$ cat src/rtl/mbd_pkg.sv
package mbd_pkg;

  typedef enum logic [1:0] {
    ST_IDLE  = 2'd0,
    ST_WAIT  = 2'd1,
    ST_FETCH = 2'd2,
    ST_OFFER = 2'd3
  } disp_state_t;

endpackage

$ cat src/rtl/mbd_credit.sv
module mbd_credit #(
  parameter int CREDITS = 5,
  localparam int CR_W = $clog2(CREDITS + 1)
) (
  input  logic            clk,
  input  logic            rst,
  input  logic            take,
  input  logic            give,
  output logic            has_credit,
  output logic [CR_W-1:0] level
);

  logic [CR_W-1:0] count;
  logic [CR_W:0]   sum;

  always_comb begin
    sum = {1'b0, count} + {{CR_W{1'b0}}, give} - {{CR_W{1'b0}}, take};
  end

  always_ff @(posedge clk) begin
    if (rst) begin
      count <= CR_W'(CREDITS);
    end else if (sum > (CR_W+1)'(CREDITS)) begin
      count <= CR_W'(CREDITS);
    end else begin
      count <= sum[CR_W-1:0];
    end
  end

  assign has_credit = (count != '0);
  assign level      = count;


  credit_ceiling_chk: assert property (@(posedge clk) disable iff (rst)
    count <= CR_W'(CREDITS));


  no_issue_without_credit_chk: assert property (@(posedge clk) disable iff (rst)
    take |-> count != '0);


  ack_returns_credit_chk: assert property (@(posedge clk) disable iff (rst)
    (give && !take && count < CR_W'(CREDITS)) |=> count == $past(count) + 1'b1);

endmodule

$ cat src/rtl/mbd_scan.sv
module mbd_scan #(
  parameter int MB_COLS    = 11,
  parameter int MB_ROWS    = 9,
  parameter int ROW_STRIDE = 704,
  parameter int COL_STRIDE = 4,
  parameter int ROW_W      = 4,
  parameter int COL_W      = 4,
  parameter int ADDR_W     = 14
) (
  input  logic              clk,
  input  logic              rst,
  input  logic              clear,
  input  logic              advance,
  output logic [ROW_W-1:0]  row,
  output logic [COL_W-1:0]  col,
  output logic              last,
  output logic [ADDR_W-1:0] base
);

  logic col_end;
  logic row_end;

  assign col_end = (col == COL_W'(MB_COLS - 1));
  assign row_end = (row == ROW_W'(MB_ROWS - 1));
  assign last    = col_end && row_end;

  always_ff @(posedge clk) begin
    if (rst || clear) begin
      row <= '0;
      col <= '0;
    end else if (advance) begin
      if (col_end) begin
        col <= '0;
        row <= row_end ? '0 : row + 1'b1;
      end else begin
        col <= col + 1'b1;
      end
    end
  end

  assign base = ADDR_W'(row) * ADDR_W'(ROW_STRIDE) + ADDR_W'(col) * ADDR_W'(COL_STRIDE);


  grid_bounds_chk: assert property (@(posedge clk) disable iff (rst)
    (col < COL_W'(MB_COLS)) && (row < ROW_W'(MB_ROWS)));


  row_step_chk: assert property (@(posedge clk) disable iff (rst)
    (advance && !clear && col_end && !row_end) |=> (col == '0) && (row == $past(row) + 1'b1));

endmodule

$ cat src/rtl/mbd_fetch.sv
module mbd_fetch #(
  parameter int LINE_WORDS = 4,
  parameter int DATA_W     = 32,
  parameter int ADDR_W     = 14,
  localparam int IDX_W     = (LINE_WORDS > 1) ? $clog2(LINE_WORDS) : 1
) (
  input  logic                         clk,
  input  logic                         rst,
  input  logic                         go,
  input  logic [ADDR_W-1:0]            base,
  output logic                         rd_en,
  output logic [ADDR_W-1:0]            rd_addr,
  input  logic [DATA_W-1:0]            rd_data,
  output logic [LINE_WORDS*DATA_W-1:0] payload,
  output logic                         done
);

  logic             busy;
  logic [IDX_W-1:0] req_idx;
  logic             cap_vld;
  logic [IDX_W-1:0] cap_idx;
  logic [DATA_W-1:0] words [LINE_WORDS];

  always_ff @(posedge clk) begin
    if (rst) begin
      busy    <= 1'b0;
      req_idx <= '0;
    end else if (go) begin
      busy    <= 1'b1;
      req_idx <= '0;
    end else if (busy) begin
      if (req_idx == IDX_W'(LINE_WORDS - 1)) begin
        busy <= 1'b0;
      end
      req_idx <= req_idx + 1'b1;
    end
  end

  always_ff @(posedge clk) begin
    if (rst) begin
      cap_vld <= 1'b0;
      cap_idx <= '0;
    end else begin
      cap_vld <= busy;
      cap_idx <= req_idx;
    end
  end

  assign rd_en   = busy;
  assign rd_addr = base + ADDR_W'(req_idx);
  assign done    = cap_vld && (cap_idx == IDX_W'(LINE_WORDS - 1));

  for (genvar w = 0; w < LINE_WORDS; w++) begin : g_word
    always_ff @(posedge clk) begin
      if (rst) begin
        words[w] <= '0;
      end else if (cap_vld && cap_idx == IDX_W'(w)) begin
        words[w] <= rd_data;
      end
    end
    assign payload[w*DATA_W +: DATA_W] = words[w];
  end


  fetch_not_reentered_chk: assert property (@(posedge clk) disable iff (rst)
    go |-> !busy && !cap_vld);


  capture_follows_read_chk: assert property (@(posedge clk) disable iff (rst)
    cap_vld |-> $past(rd_en));

endmodule

$ cat src/rtl/mbd_dispatch.sv
module mbd_dispatch
  import mbd_pkg::*;
#(
  parameter int MB_COLS    = 11,
  parameter int MB_ROWS    = 9,
  parameter int MB_SIZE    = 16,
  parameter int WORD_BYTES = 4,
  parameter int CREDITS    = 5,
  parameter int CBP_W      = 6,
  localparam int IMG_W       = MB_COLS * MB_SIZE,
  localparam int FRAME_BYTES = IMG_W * MB_ROWS * MB_SIZE * 3 / 2,
  localparam int ADDR_W      = $clog2(FRAME_BYTES / WORD_BYTES),
  localparam int DATA_W      = WORD_BYTES * 8,
  localparam int LINE_WORDS  = MB_SIZE / WORD_BYTES,
  localparam int ROW_W       = (MB_ROWS > 1) ? $clog2(MB_ROWS) : 1,
  localparam int COL_W       = (MB_COLS > 1) ? $clog2(MB_COLS) : 1
) (
  input  logic                         clk,
  input  logic                         rst,
  input  logic                         frame_start,
  output logic                         overrun,
  output logic                         mem_rd_en,
  output logic [ADDR_W-1:0]            mem_rd_addr,
  input  logic [DATA_W-1:0]            mem_rd_data,
  output logic                         mb_valid,
  input  logic                         mb_ready,
  output logic [ROW_W-1:0]             mb_row,
  output logic [COL_W-1:0]             mb_col,
  output logic [CBP_W-1:0]             mb_cbp,
  output logic [LINE_WORDS*DATA_W-1:0] mb_pixels,
  input  logic                         mb_ack,
  output logic                         frame_done
);

  localparam int ROW_STRIDE = MB_SIZE * IMG_W / WORD_BYTES;
  localparam int COL_STRIDE = MB_SIZE / WORD_BYTES;
  localparam int CR_W       = $clog2(CREDITS + 1);

  disp_state_t       state;
  logic              has_credit;
  logic [CR_W-1:0]   credit_level;
  logic              issue;
  logic              fetch_go;
  logic              fetch_done;
  logic              scan_clear;
  logic              scan_last;
  logic [ADDR_W-1:0] scan_base;

  assign scan_clear = (state == ST_IDLE) && frame_start;
  assign issue      = (state == ST_OFFER) && mb_ready;
  assign fetch_go   = (state == ST_WAIT) && has_credit;

  mbd_credit #(.CREDITS(CREDITS)) u_credit (
    .clk        (clk),
    .rst        (rst),
    .take       (issue),
    .give       (mb_ack),
    .has_credit (has_credit),
    .level      (credit_level)
  );

  mbd_scan #(
    .MB_COLS    (MB_COLS),
    .MB_ROWS    (MB_ROWS),
    .ROW_STRIDE (ROW_STRIDE),
    .COL_STRIDE (COL_STRIDE),
    .ROW_W      (ROW_W),
    .COL_W      (COL_W),
    .ADDR_W     (ADDR_W)
  ) u_scan (
    .clk     (clk),
    .rst     (rst),
    .clear   (scan_clear),
    .advance (issue),
    .row     (mb_row),
    .col     (mb_col),
    .last    (scan_last),
    .base    (scan_base)
  );

  mbd_fetch #(
    .LINE_WORDS (LINE_WORDS),
    .DATA_W     (DATA_W),
    .ADDR_W     (ADDR_W)
  ) u_fetch (
    .clk     (clk),
    .rst     (rst),
    .go      (fetch_go),
    .base    (scan_base),
    .rd_en   (mem_rd_en),
    .rd_addr (mem_rd_addr),
    .rd_data (mem_rd_data),
    .payload (mb_pixels),
    .done    (fetch_done)
  );

  always_ff @(posedge clk) begin
    if (rst) begin
      state      <= ST_IDLE;
      overrun    <= 1'b0;
      frame_done <= 1'b0;
    end else begin
      overrun    <= frame_start && (state != ST_IDLE);
      frame_done <= 1'b0;
      unique case (state)
        ST_IDLE:  if (frame_start) state <= ST_WAIT;
        ST_WAIT:  if (has_credit) state <= ST_FETCH;
        ST_FETCH: if (fetch_done) state <= ST_OFFER;
        ST_OFFER: begin
          if (mb_ready) begin
            if (scan_last) begin
              state      <= ST_IDLE;
              frame_done <= 1'b1;
            end else begin
              state <= ST_WAIT;
            end
          end
        end
        default: state <= ST_IDLE;
      endcase
    end
  end

  assign mb_valid = (state == ST_OFFER);
  assign mb_cbp   = '0;


  offer_hold_chk: assert property (@(posedge clk) disable iff (rst)
    (mb_valid && !mb_ready) |=> mb_valid && $stable(mb_row) && $stable(mb_col) && $stable(mb_pixels));


  done_single_pulse_chk: assert property (@(posedge clk) disable iff (rst)
    frame_done |=> !frame_done);


  done_after_handshake_chk: assert property (@(posedge clk) disable iff (rst)
    frame_done |-> $past(mb_valid && mb_ready) && (state == ST_IDLE));


  overrun_cause_chk: assert property (@(posedge clk) disable iff (rst)
    overrun |-> $past(frame_start) && ($past(state) != ST_IDLE));


  stall_without_credit_chk: assert property (@(posedge clk) disable iff (rst)
    (state == ST_WAIT && credit_level == '0) |=> !mem_rd_en);

endmodule

$ cat config.mk
export PLATFORM = sky130hd
export DESIGN_NAME = mbd_dispatch
export DESIGN_NICKNAME = d
export VERILOG_FILES = /design/src/rtl/mbd_pkg.sv /design/src/rtl/mbd_credit.sv /design/src/rtl/mbd_scan.sv /design/src/rtl/mbd_fetch.sv /design/src/rtl/mbd_dispatch.sv
export SDC_FILE = /design/constraint.sdc
export NUM_CORES = 1
export LEC_CHECK = 0
export BUFFER_PORTS_ARGS = -buffer_cell sky130_fd_sc_hd__buf_4
export CORE_ASPECT_RATIO = 0.75
export CORE_MARGIN = 10
export CORE_UTILIZATION = 55
export DETAILED_ROUTE_END_ITERATION = 6
export GPL_TIMING_DRIVEN = 0
export PLACE_DENSITY = 0.87
export SLEW_MARGIN = 30
export SYNTH_ARGS = -nofsm -noshare
export SYNTH_HDL_FRONTEND = slang
export SYNTH_SLANG_ARGS = --single-unit
$ cat constraint.sdc
create_clock -name clk -period 4.55 [get_ports clk]
set_clock_uncertainty 0.1 [all_clocks]
set_input_delay 0.6825 -clock clk [delete_from_list [all_inputs] [get_ports clk]]
set_output_delay 0.6825 -clock clk [all_outputs]
set_load 0.05 [all_outputs]
# After elaboration in Yosys (flattened, before gate mapping)
# Memories as Yosys holds them, arrays and structs flattened.
# Cells that the tools add are included.
# classes
n_eq_ne	13
n_reduce_logical	19
n_addsub	7
n_lt_le_gt_ge	1
muxes	30
mul	1
bitwise	6
# ops
cell	n
$mux W32	4
$mux W1	19
$add A14 B2 Y14	1
$add A14 B6 Y14	1
$eq A2 B2 Y1 const B	5
$logic_and A1 B1 Y1	9
$add A4 B1 Y4 const B	2
$eq A4 B4 Y1 const B	2
$mul A4 B4 Y8 const B	1
$mux W2	4
$mux W4	2
$pmux W2 S4	1
$ne A2 B2 Y1 const B	3
$add A3 B1 Y4	1
$eq A2 B1 Y1 const B	2
$gt A4 B3 Y1 const B	1
$logic_not A2 Y1	2
$or A1 B1 Y1	4
$reduce_and A4 Y1	1
$reduce_or A2 Y1	2
$sub A4 B1 Y4	1
$reduce_bool A3 Y1	1
$reduce_or A3 Y1	1
$add A2 B1 Y2 const B	1
other kinds (5)	6
# word_totals
ramBits	128
output_inout_bits	160
mem_count	1
elab_cells	88
regBits	21
# mem_list
memory	depth	word_bits	rd	rd_clocked_by_memory_dff	wr	line	text
u_fetch.words	4	32	4	0	4	mbd_fetch.sv:22	logic [DATA_W-1:0] words [LINE_WORDS];

# Longest topological paths before layout
# logic_depth
depth_word	6
mapped_depth	10

# Hierarchy
# Synthesis repeated with hierarchy kept, for this count alone.
# hier_totals
hier_cells	479
hier_area_um2	6505.0
# modules_own_cells
module	area_per_inst_um2	instances	cells_each
mbd_fetch	5253.8	1	335
mbd_scan	703.2	1	83
mbd_dispatch	317.8	1	34
mbd_credit	230.2	1	27

# Worst setup path before layout
# OpenSTA, ideal clock, no wires.
# synth_path
kind	reg2out
from	reg u_scan.row[3]
to	out mem_rd_addr[12]
stages_incl_launch_ff	7
slack_ps	1084
required_ps	3768
arrival_ps	2683
path_cell_list	dfxtp_1 -> ha_1 -> ha_1 -> ha_1 -> a21o_1 -> a21oi_1 -> xnor2_1
# synth_via
elab_chain_cells	3
# synth_rtl
item	line	text
start: declaration	mbd_scan.sv:14	output logic [ROW_W-1:0] row,
start signal: assignment	mbd_scan.sv:34	row <= row_end ? '0 : row + 1'b1;
$mul A4 B4 Y8	mbd_scan.sv:41	assign base = ADDR_W'(row) * ADDR_W'(ROW_STRIDE) + ADDR_W'(col) * ADDR_W'(COL_STRIDE);
$add A14 B6 Y14	mbd_scan.sv:41	
$add A14 B2 Y14	mbd_fetch.sv:50	assign rd_addr = base + ADDR_W'(req_idx);
end: declaration	mbd_dispatch.sv:23	output logic [ADDR_W-1:0] mem_rd_addr,
# No other way between the ends.

# Worst setup path in the final report
# layout_path
from	reg u_scan.row[0]
to	out mem_rd_addr[12]
# The elaborated chain is that of the path after synthesis.

==> results.py <==
metrics = {
    "synthesis": {
        "synthTopCellsByArea": "edfxtp_1 63%, and2_1 9.9%, dfxtp_1 6.9%, ha_1 4.1%, and3_1 3.5%",
        "seq_area_frac_synth_pct": 69.5,
        "ys_ff_latch": 149,
        "synth_commonest_cells": "128 x edfxtp_1, 97 x and2_1, 34 x and3_1, 21 x dfxtp_1, 20 x ha_1",
        "synth.most_common_cell": "edfxtp_1",
        "synth.avg_cell_area_um2": 14.1,
        "netlist.area_leader.share_pct": 62.7,
        "yosysTopAreaCell": "edfxtp_1",
        "syn_inst": 434,
        "synth_warnings": 0,
        "synth_edf_count": 128,
        "synth_area_mm2": 0.00613,
        "postSynth.asyncResetShare_pct": 0,
        "synth_cell_type_count": 40,
        "ys_dominant_reg_cell": "edfxtp_1",
    },
    "power": {
        "power.total_uw": 3800,
        "p_leak_uw": 0.00382,
        "ir_drop_mv": 0.296,
        "p_per_area_mw_per_mm2": 450,
    },
    "global_routing": {
        "globalRouteOverflowTotal": 0,
        "grt_pass1_vias": 4542,
        "grt_start_max_net_pins": 33,
        "grt_use_total_pct": 21.0,
        "antenna_found_initial": 0,
        "grt_first_pass_wirelength_um": 25800,
    },
    "placed_design": {
        "dpl.hpwl_um": 12100,
        "gp_congestion": 0.799,
        "dp_slack_ns": 1.54,
        "io_buffers": 189,
        "dp.cells": 770,
    },
    "timing": {
        "setup_viol": 0,
        "max_clock_freq_mhz": 287,
        "layout_min_cycle_time_ns": 3.48,
        "hold_viol": 0,
        "fin_setup_tns_ns": 0,
        "relSlewSlack_pct": 46.3,
        "rsz0062_at_grt": "no",
        "period_share_pct": 76.5,
        "slew_viol_final": 0,
        "setup_ws_ns": 1.07,
        "tightest_slew_ns": 0.806,
    },
    "route": {
        "route.vias.total": 4227,
        "dr.first_iter.drc_count": 324,
        "totalWireLength_um": 16400,
        "vias_per_cell": 5.27,
        "drtPass1Iterations": 4,
        "drc": 0,
        "wire_per_inst_um": 20.5,
        "postRouteAntennaNets": 0,
    },
    "clocking": {
        "cts.sinks": 149,
        "clock_latency_ns": 0.42,
        "ctsLongestPathBuffers": 2,
        "cts_setup_buffers": 0,
        "htree_levels": 4,
        "root_buffer": "clkbuf_16",
        "hold_buffers": 0,
        "cts_tree": "built",
        "numCtsBuffers": 17,
        "clkTransAtPathRegs_ns": 0.06,
        "cts_resized": 0,
    },
    "floorplan": {
        "rows": 33,
        "core-area_mm2": 0.0109,
        "ios": 197,
        "die_width_um": 142,
        "initial_core_util_pct": 56.3,
        "die_h_um": 111,
        "die-area_mm2": 0.0158,
    },
    "critical_path": {
        "critical-path-top-delay-family": "adder cells",
        "cp-end-kind": "output pin",
        "worst_path_max_delay_cell": "dfxtp_1",
        "crit_chain": "ha_1 -> ha_1 -> fa_1 -> a21o_1 -> a21oi_1 -> xnor2_1 -> buf_4",
        "slowest_delay_ns": 0.49,
        "crit_arrival_ns": 2.70,
        "cp_max_fo": 8,
        "crit_top_cell": "ha_1",
        "critPathKind": "flop to output pin",
        "required_ns": 3.77,
        "worst-path-buf-inv": 1,
        "cp-start-kind": "flop",
    },
    "finish": {
        "syn2layout_area_growth_pct": 37.6,
        "drive_above_1_share_pct": 36.4,
        "nets": 708,
        "fin_cells": 802,
        "final_core_util_pct": 77.4,
        "antennaDiodeCount": 0,
    },
    "run": {
        "maxCapViolCount": 0,
    },
    "worst_hold_path": {
        "worstHoldPathType": "flop to flop",
    },
    "status": {
        "outcome": "complete, no violations",
    },
}
## flip-flops by register name (all words and copies together), names as in the netlist
register         count
u_fetch.rd_en        1
u_credit.level       3
u_scan.col           4
state                2
u_fetch.cap_vld      1
u_fetch.words      128
u_scan.row           4
frame_done           1
overrun              1
u_fetch.cap_idx      2
u_fetch.req_idx      2
## layout by cell type, fill, tap and decap left out, types with 2 or more instances in the layout
cell type,count
a211oi_1,2
a21o_1,5
a21oi_1,12
and2_1,97
and3_1,34
buf_16,2
buf_4,200
bufinv_16,4
clkbuf_1,15
clkbuf_16,17
clkbuf_2,3
clkinv_1,3
clkinvlp_4,3
conb_1,6
dfxtp_1,21
edfxtp_1,128
fa_1,2
ha_1,20
inv_1,13
inv_6,2
nand2_1,10
nand2b_1,3
nand3_1,4
nand4b_1,3
nor2_1,11
nor2b_1,5
nor3_1,3
o21ai_0,6
or2_2,2
xnor2_1,5
xor2_1,3
## per-layer routing
| metal | part of all wire [%] | global-route usage, % | up-vias |
|---|---|---|---|
| met4 | 1.7 | 7.89 | 0 |
| li1 | - | - | 1952 |
| met2 | 50 | 34.3 | 178 |
| met1 | 39 | 24.9 | 2078 |
| met5 | 0 | 0 | - |
| met3 | 9.1 | 7.69 | 19 |
## cell families (layout without fill, tap and decap cells)
kind of cell    after synthesis  in the layout  share of synthesized area, %
buf+inv                      41            264                          3.26
xor+xnor                      8              8                          1.14
flops                       149            149                          69.5
mux                           2              2                         0.347
compound gates               32             32                          3.28
fa+ha+maj                    22             22                          4.73
other cells                   1              6                        0.0611
simple gates                179            179                          17.7
## report_power, final
| part | total, uW | internal (uW) | switching [uW] | leakage (uW) |
|---|---|---|---|---|
| Clock | 1450 | 916 | 537 | 0.000287 |
| Combinational | 703 | 200 | 504 | 0.00204 |
| Sequential | 1640 | 1590 | 54.7 | 0.00150 |
## through the flow
stage                     hold WS, ns  area, um^2
after detailed placement        0.409        7820
after CTS                       0.424        8430
after global routing            0.434        8440
after floorplan                 0.413        6150
after global placement          0.405        7750
final                           0.430        8440
## layout make-up
cell class,instances,area (um^2)
Sequential cell,149,4260
Fill cell,696,2460
Multi-Input combinational cell,249,1710
Timing Repair Buffer,191,1470
Clock buffer,19,433
Clock inverter,13,180
Tap cell,140,175
Buffer,28,151
Inverter,13,48.8
## path summary, 6_finish.rpt
path | slack, ns | to | start | depth (start not counted)
max reg2reg | 1.89 | u_credit.level[0]$_SDFF_PP1_ | state[1]$_SDFFE_PP0P_ | 10
max | 1.07 | mem_rd_addr[12] | u_scan.row[0]$_SDFFE_PP0P_ | 7
min | 0.43 | u_fetch.cap_idx[1]$_SDFF_PP0_ | u_fetch.req_idx[1]$_SDFFE_PP0P_ | 1
min reg2reg | 0.43 | u_fetch.cap_idx[1]$_SDFF_PP0_ | u_fetch.req_idx[1]$_SDFFE_PP0P_ | 1
Power figures use the tool's default switching activity.
